File: src/rtl/dir_pkg.sv
package dir_pkg;
  typedef enum logic [1:0] {
    ST_UNC = 2'd0,
    ST_SHR = 2'd1,
    ST_EXC = 2'd2
  } dir_state_e;

  typedef enum logic [1:0] {
    RQ_RD = 2'd0,
    RQ_WR = 2'd1,
    RQ_WB = 2'd2
  } req_kind_e;

  typedef enum logic [1:0] {
    MS_DATA      = 2'd0,
    MS_INV       = 2'd1,
    MS_FETCH     = 2'd2,
    MS_FETCH_INV = 2'd3
  } msg_kind_e;
endpackage

File: src/rtl/dir_pick.sv
// Lowest set bit of a vector, as one-hot and as index.
module dir_pick #(
  parameter int N = 4,
  localparam int IW = (N > 1) ? $clog2(N) : 1
) (
  input  logic [N-1:0]  vec_i,
  output logic [N-1:0]  oh_o,
  output logic [IW-1:0] idx_o
);
  logic [N-1:0] seen;

  assign seen[0] = 1'b0;
  for (genvar i = 0; i < N; i++) begin : g_bit
    assign oh_o[i] = vec_i[i] & ~seen[i];
    if (i + 1 < N) begin : g_chain
      assign seen[i+1] = seen[i] | vec_i[i];
    end
  end

  always_comb begin
    idx_o = '0;
    for (int i = 0; i < N; i++) begin
      if (oh_o[i]) idx_o = IW'(i);
    end
  end
endmodule

File: src/rtl/dir_store.sv
// Directory entries and backing memory, one read port, one write port each.
module dir_store
  import dir_pkg::*;
#(
  parameter int NB    = 8,
  parameter int NODES = 4,
  parameter int DW    = 16,
  localparam int AW   = (NB > 1) ? $clog2(NB) : 1
) (
  input  logic             clk_i,
  input  logic             rst_ni,
  input  logic [AW-1:0]    rd_addr_i,
  output dir_state_e       rd_state_o,
  output logic [NODES-1:0] rd_shr_o,
  output logic [DW-1:0]    rd_data_o,
  input  logic             dir_we_i,
  input  logic [AW-1:0]    wr_addr_i,
  input  dir_state_e       wr_state_i,
  input  logic [NODES-1:0] wr_shr_i,
  input  logic             mem_we_i,
  input  logic [DW-1:0]    mem_wdata_i
);
  dir_state_e       st_q  [NB];
  logic [NODES-1:0] shr_q [NB];
  logic [DW-1:0]    mem_q [NB];

  always_ff @(posedge clk_i or negedge rst_ni) begin
    if (!rst_ni) begin
      for (int b = 0; b < NB; b++) begin
        st_q[b]  <= ST_UNC;
        shr_q[b] <= '0;
        mem_q[b] <= '0;
      end
    end else begin
      if (dir_we_i) begin
        st_q[wr_addr_i]  <= wr_state_i;
        shr_q[wr_addr_i] <= wr_shr_i;
      end
      if (mem_we_i) mem_q[wr_addr_i] <= mem_wdata_i;
    end
  end

  assign rd_state_o = st_q[rd_addr_i];
  assign rd_shr_o   = shr_q[rd_addr_i];
  assign rd_data_o  = mem_q[rd_addr_i];

  AST_EXC_SINGLE_OWNER: assert property (@(posedge clk_i) disable iff (!rst_ni)
    dir_we_i && wr_state_i == ST_EXC |-> $countones(wr_shr_i) == 1);
  AST_UNC_NO_SHARERS: assert property (@(posedge clk_i) disable iff (!rst_ni)
    dir_we_i && wr_state_i == ST_UNC |-> wr_shr_i == '0);
  AST_SHR_NONEMPTY: assert property (@(posedge clk_i) disable iff (!rst_ni)
    dir_we_i && wr_state_i == ST_SHR |-> wr_shr_i != '0);
endmodule

File: src/rtl/dir_policy.sv
// Decodes one request against the addressed entry.
module dir_policy
  import dir_pkg::*;
#(
  parameter int NODES = 4,
  parameter int DW    = 16,
  localparam int NW   = (NODES > 1) ? $clog2(NODES) : 1
) (
  input  logic [1:0]       kind_i,
  input  logic [NW-1:0]    src_i,
  input  logic [DW-1:0]    data_i,
  input  dir_state_e       state_i,
  input  logic [NODES-1:0] shr_i,
  input  logic [NODES-1:0] owner_oh_i,
  input  logic [NW-1:0]    owner_idx_i,
  input  logic [DW-1:0]    mem_rdata_i,
  input  logic             pend_vld_i,
  input  logic [NW-1:0]    pend_req_i,
  input  logic             pend_wr_i,
  output logic             dir_we_o,
  output dir_state_e       st_o,
  output logic [NODES-1:0] shr_o,
  output logic             mem_we_o,
  output logic [NODES-1:0] inv_o,
  output logic             fin_vld_o,
  output msg_kind_e        fin_kind_o,
  output logic [NW-1:0]    fin_dst_o,
  output logic [DW-1:0]    fin_data_o,
  output logic             set_pend_o,
  output logic             set_wr_o,
  output logic             clr_pend_o
);
  logic [NODES-1:0] src_oh, pend_oh;
  logic             self_excl, foreign_excl;

  assign src_oh       = NODES'(1) << src_i;
  assign pend_oh      = NODES'(1) << pend_req_i;
  assign self_excl    = (state_i == ST_EXC) && (owner_oh_i == src_oh);
  assign foreign_excl = (state_i == ST_EXC) && !self_excl;

  always_comb begin
    dir_we_o   = 1'b0;
    st_o       = state_i;
    shr_o      = shr_i;
    mem_we_o   = 1'b0;
    inv_o      = '0;
    fin_vld_o  = 1'b0;
    fin_kind_o = MS_DATA;
    fin_dst_o  = src_i;
    fin_data_o = mem_rdata_i;
    set_pend_o = 1'b0;
    set_wr_o   = 1'b0;
    clr_pend_o = 1'b0;
    case (kind_i)
      RQ_RD: begin
        fin_vld_o = 1'b1;
        if (foreign_excl) begin
          fin_kind_o = MS_FETCH;
          fin_dst_o  = owner_idx_i;
          fin_data_o = '0;
          set_pend_o = 1'b1;
        end else if (!self_excl) begin
          dir_we_o = 1'b1;
          st_o     = ST_SHR;
          shr_o    = shr_i | src_oh;
        end
      end
      RQ_WR: begin
        fin_vld_o = 1'b1;
        if (foreign_excl) begin
          fin_kind_o = MS_FETCH_INV;
          fin_dst_o  = owner_idx_i;
          fin_data_o = '0;
          set_pend_o = 1'b1;
          set_wr_o   = 1'b1;
        end else if (!self_excl) begin
          inv_o    = shr_i & ~src_oh;
          dir_we_o = 1'b1;
          st_o     = ST_EXC;
          shr_o    = src_oh;
        end
      end
      RQ_WB: begin
        if (self_excl) begin
          mem_we_o = 1'b1;
          dir_we_o = 1'b1;
          if (pend_vld_i) begin
            clr_pend_o = 1'b1;
            fin_vld_o  = 1'b1;
            fin_dst_o  = pend_req_i;
            fin_data_o = data_i;
            st_o       = pend_wr_i ? ST_EXC : ST_SHR;
            shr_o      = pend_wr_i ? pend_oh : (pend_oh | src_oh);
          end else begin
            st_o  = ST_UNC;
            shr_o = '0;
          end
        end
      end
      default: ;
    endcase
  end
endmodule

File: src/rtl/dir_home_ctrl.sv
module dir_home_ctrl
  import dir_pkg::*;
#(
  parameter int NODES = 4,
  parameter int NB    = 8,
  parameter int DW    = 16,
  localparam int NW   = (NODES > 1) ? $clog2(NODES) : 1,
  localparam int AW   = (NB > 1) ? $clog2(NB) : 1
) (
  input  logic          clk_i,
  input  logic          rst_ni,
  input  logic          req_valid_i,
  output logic          req_ready_o,
  input  logic [1:0]    req_type_i,
  input  logic [NW-1:0] req_src_i,
  input  logic [AW-1:0] req_addr_i,
  input  logic [DW-1:0] req_data_i,
  output logic          msg_valid_o,
  input  logic          msg_ready_i,
  output logic [1:0]    msg_type_o,
  output logic [NW-1:0] msg_dst_o,
  output logic [AW-1:0] msg_addr_o,
  output logic [DW-1:0] msg_data_o
);
  typedef enum logic {FS_IDLE, FS_SEND} fsm_e;

  fsm_e             fsm_q;
  logic [NODES-1:0] inv_q;
  msg_kind_e        fin_kind_q;
  logic [NW-1:0]    fin_dst_q, src_q;
  logic [DW-1:0]    fin_data_q;
  logic [AW-1:0]    addr_q;

  logic [NB-1:0]    pend_vld_q, pend_wr_q;
  logic [NW-1:0]    pend_req_q [NB];

  dir_state_e       cur_state;
  logic [NODES-1:0] cur_shr, owner_oh, src_oh;
  logic [NW-1:0]    owner_idx;
  logic [DW-1:0]    cur_data;

  logic             pol_dir_we, pol_mem_we, pol_fin_vld;
  logic             pol_set_pend, pol_set_wr, pol_clr_pend;
  dir_state_e       pol_st;
  logic [NODES-1:0] pol_shr, pol_inv;
  msg_kind_e        pol_fin_kind;
  logic [NW-1:0]    pol_fin_dst;
  logic [DW-1:0]    pol_fin_data;

  logic [NODES-1:0] inv_oh;
  logic [NW-1:0]    inv_idx;
  logic             accept, stall, self_own, msg_fire, inv_any;

  dir_store #(.NB(NB), .NODES(NODES), .DW(DW)) u_store (
    .clk_i       (clk_i),
    .rst_ni      (rst_ni),
    .rd_addr_i   (req_addr_i),
    .rd_state_o  (cur_state),
    .rd_shr_o    (cur_shr),
    .rd_data_o   (cur_data),
    .dir_we_i    (accept && pol_dir_we),
    .wr_addr_i   (req_addr_i),
    .wr_state_i  (pol_st),
    .wr_shr_i    (pol_shr),
    .mem_we_i    (accept && pol_mem_we),
    .mem_wdata_i (req_data_i)
  );

  dir_pick #(.N(NODES)) u_owner (
    .vec_i (cur_shr),
    .oh_o  (owner_oh),
    .idx_o (owner_idx)
  );

  dir_policy #(.NODES(NODES), .DW(DW)) u_policy (
    .kind_i      (req_type_i),
    .src_i       (req_src_i),
    .data_i      (req_data_i),
    .state_i     (cur_state),
    .shr_i       (cur_shr),
    .owner_oh_i  (owner_oh),
    .owner_idx_i (owner_idx),
    .mem_rdata_i (cur_data),
    .pend_vld_i  (pend_vld_q[req_addr_i]),
    .pend_req_i  (pend_req_q[req_addr_i]),
    .pend_wr_i   (pend_wr_q[req_addr_i]),
    .dir_we_o    (pol_dir_we),
    .st_o        (pol_st),
    .shr_o       (pol_shr),
    .mem_we_o    (pol_mem_we),
    .inv_o       (pol_inv),
    .fin_vld_o   (pol_fin_vld),
    .fin_kind_o  (pol_fin_kind),
    .fin_dst_o   (pol_fin_dst),
    .fin_data_o  (pol_fin_data),
    .set_pend_o  (pol_set_pend),
    .set_wr_o    (pol_set_wr),
    .clr_pend_o  (pol_clr_pend)
  );

  dir_pick #(.N(NODES)) u_inv (
    .vec_i (inv_q),
    .oh_o  (inv_oh),
    .idx_o (inv_idx)
  );

  // Only the owner's write-back may enter a block with a fetch outstanding.
  assign src_oh      = NODES'(1) << req_src_i;
  assign self_own    = (cur_state == ST_EXC) && (owner_oh == src_oh);
  assign stall       = pend_vld_q[req_addr_i] && !(req_type_i == RQ_WB && self_own);
  assign req_ready_o = (fsm_q == FS_IDLE) && !stall;
  assign accept      = req_valid_i && req_ready_o;

  assign inv_any     = |inv_q;
  assign msg_valid_o = (fsm_q == FS_SEND);
  assign msg_fire    = msg_valid_o && msg_ready_i;
  assign msg_type_o  = inv_any ? MS_INV : fin_kind_q;
  assign msg_dst_o   = inv_any ? inv_idx : fin_dst_q;
  assign msg_addr_o  = addr_q;
  assign msg_data_o  = inv_any ? '0 : fin_data_q;

  always_ff @(posedge clk_i or negedge rst_ni) begin
    if (!rst_ni) begin
      fsm_q      <= FS_IDLE;
      inv_q      <= '0;
      fin_kind_q <= MS_DATA;
      fin_dst_q  <= '0;
      fin_data_q <= '0;
      addr_q     <= '0;
      src_q      <= '0;
    end else if (fsm_q == FS_IDLE) begin
      if (accept) begin
        inv_q      <= pol_inv;
        fin_kind_q <= pol_fin_kind;
        fin_dst_q  <= pol_fin_dst;
        fin_data_q <= pol_fin_data;
        addr_q     <= req_addr_i;
        src_q      <= req_src_i;
        if (pol_fin_vld || (|pol_inv)) fsm_q <= FS_SEND;
      end
    end else if (msg_fire) begin
      if (inv_any) inv_q <= inv_q & ~inv_oh;
      else         fsm_q <= FS_IDLE;
    end
  end

  always_ff @(posedge clk_i or negedge rst_ni) begin
    if (!rst_ni) begin
      pend_vld_q <= '0;
      pend_wr_q  <= '0;
      for (int b = 0; b < NB; b++) pend_req_q[b] <= '0;
    end else if (accept) begin
      if (pol_set_pend) begin
        pend_vld_q[req_addr_i] <= 1'b1;
        pend_wr_q[req_addr_i]  <= pol_set_wr;
        pend_req_q[req_addr_i] <= req_src_i;
      end else if (pol_clr_pend) begin
        pend_vld_q[req_addr_i] <= 1'b0;
      end
    end
  end

  AST_MSG_HOLD: assert property (@(posedge clk_i) disable iff (!rst_ni)
    msg_valid_o && !msg_ready_i |=> msg_valid_o && $stable(msg_type_o) && $stable(msg_dst_o)
      && $stable(msg_addr_o) && $stable(msg_data_o));
  AST_PEND_ONLY_WB: assert property (@(posedge clk_i) disable iff (!rst_ni)
    accept && pend_vld_q[req_addr_i] |-> req_type_i == RQ_WB);
  AST_INV_NOT_REQUESTER: assert property (@(posedge clk_i) disable iff (!rst_ni)
    msg_valid_o && msg_type_o == MS_INV |-> msg_dst_o != src_q);
  AST_FETCH_MARKS_PEND: assert property (@(posedge clk_i) disable iff (!rst_ni)
    msg_valid_o && (msg_type_o == MS_FETCH || msg_type_o == MS_FETCH_INV)
      |-> pend_vld_q[msg_addr_o]);
  AST_NO_ACCEPT_WHILE_SEND: assert property (@(posedge clk_i) disable iff (!rst_ni)
    msg_valid_o |-> !req_ready_o);
endmodule

File: config.mk
export PLATFORM = sky130hd
export DESIGN_NAME = dir_home_ctrl
export DESIGN_NICKNAME = d
export VERILOG_FILES = /design/src/rtl/dir_pkg.sv /design/src/rtl/dir_pick.sv /design/src/rtl/dir_store.sv /design/src/rtl/dir_policy.sv /design/src/rtl/dir_home_ctrl.sv
export SDC_FILE = /design/constraint.sdc
export NUM_CORES = 1
export LEC_CHECK = 0
export ABC_AREA = 1
export BUFFER_PORTS_ARGS = -buffer_cell sky130_fd_sc_hd__buf_2
export CAP_MARGIN = 20
export CORE_MARGIN = 2
export CORE_UTILIZATION = 45
export CTS_BUF_LIST = sky130_fd_sc_hd__clkbuf_16
export DETAILED_ROUTE_END_ITERATION = 10
export PLACE_DENSITY = 0.61
export SYNTH_ARGS = -nofsm -noshare
export SYNTH_HDL_FRONTEND = slang
export SYNTH_SLANG_ARGS = --single-unit
File: constraint.sdc
create_clock -name clk_i -period 7 [get_ports clk_i]
set_input_delay 0.35 -clock clk_i [delete_from_list [all_inputs] [get_ports clk_i]]
set_output_delay 0.35 -clock clk_i [all_outputs]
set_load 0.03 [all_outputs]
; Word level (Yosys, flattened, before mapping)
; Cells that the tools add are included.
[op_classes]
add_sub_neg = 0
multipliers = 0
div = 0
order_cmp = 4
n_eq_ne = 6
shifts = 2
mux = 91
bitwise = 27
reduce_logical = 25
[ops]
columns = cell, n
row1 = $bwmux W128, 1
row2 = $mux W16, 7
row3 = $mux W4, 17
row4 = $bmux W16 S3, 1
row5 = $demux W16 S3, 1
row6 = $mux W2, 23
row7 = $bwmux W16, 2
row8 = $bwmux W32, 1
row9 = $pmux W16 S2, 1
row10 = $mux W1, 20
row11 = $mux W8, 2
row12 = $bmux W2 S3, 2
row13 = $bmux W4 S3, 1
row14 = $demux W4 S3, 1
row15 = $pmux W4 S3, 1
row16 = $logic_and A1 B1 Y1, 11
row17 = $and A4 B4 Y4, 2
row18 = $and A8 B8 Y8, 1
row19 = $bwmux W8, 1
row20 = $not A4 Y4, 2
row21 = $not A8 Y8, 1
row22 = $or A4 B4 Y4, 2
row23 = $or A8 B8 Y8, 1
row24 = $pmux W2 S2, 2
row25 = 26 further kinds, 51
[word_totals]
regBits = 236
latch_bits = 0
ram_bits = 0
mem_bits_ro = 0
in_bits = 27
out_inout_bits = 25
word_cells = 195
n_memories = 0

; Logic depth before layout (Yosys ltp)
[depth]
ltp_word = 19
mapped_depth = 21
depth_no_buf = 19

; Cells and area by module
; From an unflattened synthesis, not the netlist that was laid out.
[hier_totals]
hier_cells = 1913
area_unflattened_um2 = 13340.3
[modules_own_cells]
columns = module, instances, cells_each, area_each_um2, seq_area_each_um2
row1 = dir_store, 1, 1195, 8707.1, 4404.2
row2 = dir_home_ctrl, 1, 419, 3260.6, 1501.4
row3 = dir_policy, 1, 273, 1255.0, 0.0
row4 = dir_pick, 2, 13, 58.8, 0.0

; Worst setup path before layout
; Ideal clock, no wire load.
[synth_timing]
kind = input port to flip-flop
startpoint = input port req_addr_i[1]
endpoint = register u_store.shr_q[0] (netlist bit)
setup_time_ns = 0.118
t_arrival_ns = 2.604
t_required_ns = 6.882
slack_ns = 4.278
cell_stages = 15
path_buffers = 1
path_cell_list = buf_6 -> nand2_1 -> inv_1 -> nand2_1 -> nand2_1 -> nor2_2 -> ha_1 -> inv_1 -> nand2_1 -> nor2_4 -> nand4_4 -> a21oi_2 -> nand4_1 -> nand2_1 -> nand2_1
[synth_via]
elab_chain_len = 17
word_cells_on_any_way = 55
classes_between = order compare: 2 / eq/ne: 2 / shift: 1 / mux: 28 / bitwise: 11 / reduce/logical: 11
[synth_lines]
columns = element, line
row1 = "start, declared", dir_home_ctrl.sv:16  ; input logic [AW-1:0] req_addr_i,
row2 = $not A3 Y4 (implied by the code), "dir_store.sv:43, dir_store.sv:44"
row3 = $bmux W4 S3, dir_store.sv:44  ; assign rd_shr_o = shr_q[rd_addr_i];
row4 = $mux W4 (implied by the code) (2 in series), dir_store.sv:44
row5 = $or A1 B1 Y1 (2 in series), dir_pick.sv:16  ; assign seen[i+1] = seen[i] | vec_i[i];
row6 = $not A1 Y1, dir_pick.sv:14  ; assign oh_o[i] = vec_i[i] & ~seen[i];
row7 = $and A1 B1 Y1, dir_pick.sv:14
row8 = $eq A4 B4 Y1, dir_home_ctrl.sv:109  ; assign self_own = (cur_state == ST_EXC) && (owner_oh == src_oh);
row9 = $logic_and A1 B1 Y1, dir_home_ctrl.sv:109
row10 = $logic_and A1 B1 Y1, dir_home_ctrl.sv:110  ; assign stall = pend_vld_q[req_addr_i] && !(req_type_i == RQ_WB && self_own);
row11 = $logic_not A1 Y1, dir_home_ctrl.sv:110
row12 = $logic_and A1 B1 Y1 (*), dir_home_ctrl.sv:110
row13 = $logic_not A1 Y1 (*), dir_home_ctrl.sv:111  ; assign req_ready_o = (fsm_q == FS_IDLE) && !stall;
row14 = $logic_and A1 B1 Y1 (*), dir_home_ctrl.sv:111
row15 = via req_ready_o, dir_home_ctrl.sv:13  ; output logic req_ready_o,
row16 = $logic_and A1 B1 Y1 (*), dir_home_ctrl.sv:112  ; assign accept = req_valid_i && req_ready_o;
row17 = $logic_and A1 B1 Y1 (*), dir_home_ctrl.sv:61  ; .dir_we_i (accept && pol_dir_we),
row18 = "end signal, assigned by index", dir_store.sv:37  ; shr_q[wr_addr_i] <= wr_shr_i;
row19 = "end, declared", dir_store.sv:24  ; logic [NODES-1:0] shr_q [NB];
; The timed path passes the listed nets; every way through them passes the cells marked *. The select of a mux whose other input is x is not followed.
; A chain may end at the register's enable or synchronous reset.

; Final worst setup path
[layout_timing]
startpoint = input port req_addr_i[0]
endpoint = register pend_req_q[9] (netlist bit)
[layout_via]
elab_chain_len = 17
word_cells_on_any_way = 37
classes_between = order compare: 2 / eq/ne: 2 / mux: 13 / bitwise: 9 / reduce/logical: 11
[layout_lines]
columns = element, line
row1 = $not A3 Y4 (implied by the code), "dir_store.sv:43, dir_store.sv:44, dir_home_ctrl.sv:156"
row2 = $bmux W4 S3, dir_store.sv:44
row3 = $mux W4 (implied by the code) (2 in series), dir_store.sv:44
row4 = $or A1 B1 Y1 (2 in series), dir_pick.sv:16
row5 = $not A1 Y1, dir_pick.sv:14
row6 = $and A1 B1 Y1, dir_pick.sv:14
row7 = $eq A4 B4 Y1, "dir_policy.sv:38, dir_home_ctrl.sv:109"
row8 = $logic_and A1 B1 Y1, "dir_policy.sv:38, dir_home_ctrl.sv:109"
row9 = $logic_and A1 B1 Y1, dir_home_ctrl.sv:110
row10 = $logic_not A1 Y1, dir_home_ctrl.sv:110
row11 = $logic_and A1 B1 Y1, dir_home_ctrl.sv:110
row12 = $logic_not A1 Y1, dir_home_ctrl.sv:111
row13 = $logic_and A1 B1 Y1, dir_home_ctrl.sv:111
row14 = $logic_and A1 B1 Y1, dir_home_ctrl.sv:112
row15 = $reduce_and A2 Y1 (no line), n/a
row16 = "end signal, assigned by index", dir_home_ctrl.sv:156  ; pend_req_q[req_addr_i] <= req_src_i;
row17 = "end, declared", dir_home_ctrl.sv:35  ; logic [NW-1:0] pend_req_q [NB];
; Parallel ways exist; a longest one is shown, timed or not. The select of a mux whose other input is x is not followed.

==> flow_metrics.env <==
export IMPL_rows=60
export IMPL_nets=1745
export IMPL_numClockSinks=236
export IMPL_synth_avg_cell_area_um2=7.20
export IMPL_cts_buffer_depth=3
export IMPL_port_buffers=51
export IMPL_synth_cell_type_count=32
export IMPL_seqPwrFrac_pct=43.5
export IMPL_firstDrtPassIters=6
export IMPL_place_hpwl_mm=23.6
export IMPL_tns_ps=0
export IMPL_swShare_pct=32.5
export IMPL_antenna_left=0
export IMPL_grt_pass1_wl_mm=59.5
export IMPL_syn_area_um2=12300
export IMPL_synthArstFlopShare_pct=100
export IMPL_synth_top_area_share_pct=47.9
export IMPL_synth_edf_count=0
export IMPL_grt_max_degree=130
export IMPL_clk_pin_slew_ps=60
export IMPL_track_usage_pct=26.6
export IMPL_dr_first_iter_drc_count=1408
export IMPL_final_hold_violation_count=0
export IMPL_run_status="finished clean"
export IMPL_diodes=0
export IMPL_ios=52
export IMPL_synth_top_area_cell="dfrtp_1"
export IMPL_switching_power_w=0.00121
export IMPL_drc=0
export IMPL_worstSetupEndpointType="flop"
export IMPL_die_w_um=170
export IMPL_ys_seq_area_share_pct=47.9
export IMPL_hp_class="input pin to flop"
export IMPL_crit_type="input pin to flop"
export IMPL_p_comb_share_pct=19.2
export IMPL_ys_ff_latch=236
export IMPL_finalPower_w=0.00372
export IMPL_h_tree_depth=1
export IMPL_root_buffer="clkbuf_16"
export IMPL_die_h_um=170
export IMPL_synth_main_ff_cell="dfrtp_1"
export IMPL_clk_latency_ps=560
export IMPL_fmaxAchievable_mhz=210
export IMPL_syn_nets=1742
export IMPL_via_count=11100
export IMPL_antenna_found_initial=0
export IMPL_nFillCells=2706
export IMPL_dieArea_um2=28700
export IMPL_required_ps=7440
export IMPL_start_util_pct=45.8
export IMPL_grt_overflow=0
export IMPL_setup_viol=0
export IMPL_core_area_um2=27000
export IMPL_finalCritPeriodShare_pct=68.0
export IMPL_maxSlewViolCount=0
export IMPL_power_leakage_nw=7.54
export IMPL_clock_power_share_pct=37.4
export IMPL_p_per_area_nw_per_um2=275
export IMPL_numCtsBuffers=27
export IMPL_cts_setup_buffers=0
export IMPL_fin_skew_ps=28.0
export IMPL_drv_cap=0
export IMPL_vias_per_cell=5.37
export IMPL_start_kind="input pin"
export IMPL_slew_limit_headroom_pct=20.4
export IMPL_area_growth_pct=9.91
export IMPL_synth_area_leaders="dfrtp_1 (48%), nand2_1 (27%), nand3_1 (5.8%)"
export IMPL_wirelength_mm=37.8
export IMPL_cts_tree="built"
export IMPL_crit_fanout=47
export IMPL_critical_path_arrival_ps=5200
export IMPL_wl_per_cell_um=18.2
export IMPL_drive_above_1_share_pct=7.56
export IMPL_place_congestion=0.850
export IMPL_syn_instance_count=1713
export IMPL_p_int_w=0.00251
export IMPL_fin_crit_ps=4760
export IMPL_ys_warnings_count=0
export IMPL_yosys_cell_count_top_type="nand2_1"
export IMPL_grt_pass1_vias=10300
export IMPL_ir_worst_vdd_mv=0.148
export IMPL_tightest_slew_ps=1190
export IMPL_rsz0062_at_grt="no"
export IMPL_synth_common_cells="nand2_1 (891), dfrtp_1 (236), nand3_1 (143)"
[cell type report]
class                   count  area (um^2)  share of cell area [%]
multi-input cells        1246         5450                    40.2
flip-flops and latches    236         5910                    43.6
clock inverters            19          173                    1.27
repair buffers             67          400                    2.95
inverters                 138          518                    3.82
well taps                 341          427                    3.15
clock buffers              27          676                    4.99
[path summary, 6_finish.rpt]
kind / from / endpoint / slack, ps / cells after the start
worst max-delay path: req_addr_i[0] / pend_req_q[9] / 2240 / 17
worst min-delay path: req_data_i[5] / u_store.mem_q[37] / 100 / 3
worst max register to register: u_store.shr_q[7] / pend_req_q[9] / 3090 / 14
worst min register to register: u_store.shr_q[10] / u_store.shr_q[10] / 470 / 2
max in group asynchronous: rst_ni / u_store.mem_q[76] / 5440 / 3
min in group asynchronous: rst_ni / u_store.shr_q[6] / 400 / 2
[cell usage in the layout (no fill, tap or decap), types with 2 or more instances in the layout]
| cell | n |
|---|---|
| nand4_1 | 30 |
| nor2_4 | 5 |
| o21ai_0 | 32 |
| nor3_1 | 3 |
| a221oi_1 | 7 |
| clkinv_2 | 2 |
| clkinv_1 | 6 |
| nand3_1 | 143 |
| buf_2 | 50 |
| inv_1 | 141 |
| ha_1 | 2 |
| inv_2 | 3 |
| a22oi_1 | 12 |
| o21ai_1 | 2 |
| a31oi_1 | 2 |
| bufinv_16 | 3 |
| nor2_1 | 36 |
| a22o_1 | 39 |
| nand2_1 | 891 |
| nand4_4 | 2 |
| a21oi_1 | 16 |
| dfrtp_1 | 236 |
| clkbuf_16 | 27 |
| nor2_2 | 16 |
| nand3_2 | 2 |
| buf_4 | 14 |
[state kept, by name, summed over array words and instances (netlist names), 2 cells and up, named ones only]
register,cells
msg_addr_o,3
fin_data_q,16
pend_wr_q,8
fin_dst_q,2
u_store.shr_q,32
u_store.st_q,16
pend_req_q,16
fin_kind_q,2
u_store.mem_q,128
inv_q,4
[metal layers]
| layer | routed length (um) | GRT usage [%] | vias up |
|---|---|---|---|
| met2 | 15800 | 38.4 | 412 |
| met4 | 860 | 7.13 | 0 |
| met1 | 18000 | 41.5 | 5276 |
| met5 | 0 | 0 | - |
| li1 | - | - | 5369 |
| met3 | 3110 | 3.96 | 72 |
[through the flow]
stage	cell area (um^2)	hold slack (ps)	utilization, %	setup WS [ps]	std cells
floorplan	12300	54.4	-	4280	1713
global placement	12700	453	47.1	1960	2027
detailed placement	12700	458	47.1	1800	2027
CTS	13600	91.4	50.3	2370	2074
global route	13600	115	50.3	1780	2074
finish	13600	103	50.3	2240	2074
[critical path, stage by stage]
cell      delay [ps]
buf_2            710
inv_2            620
nand2_1          300
clkinv_1         200
nand2_1          110
nand2_1           60
nor2_1           240
nand3_2          260
inv_2            300
nand4_4          190
nand2_2          160
nand3_4          330
nor2_2           690
buf_4            350
nand2_1          140
nand2_1           90
nand2_1           50
[repair_timing]
item | in CTS | in global routing
endpoints found under the hold margin | 107 | 0
hold buffers | 1 | 0
resized for setup | 0 | 0
[logic make-up after synthesis]
| family | synth area share [%] |
|---|---|
| AND/OR/NAND/NOR | 37.5 |
| flip-flops | 47.9 |
| buffers and inverters | 8.10 |
| AO/OA/AOI/OAI | 6.33 |
| adder cells (fa/ha/maj) | 0.203 |
[power groups by stage]
stage | clock, W | sequential, W | combinational [W]
2_1_floorplan | 0 | 0.00163 | 0.000493
3_3_place_gp | 0 | 0.00164 | 0.000701
3_5_place_dp | 0 | 0.00164 | 0.000709
4_1_cts | 0.00141 | 0.00161 | 0.000710
5_1_grt | 0.00146 | 0.00164 | 0.000803
6_report | 0.00139 | 0.00162 | 0.000713
Note: power is estimated with default switching activity, not from simulation.
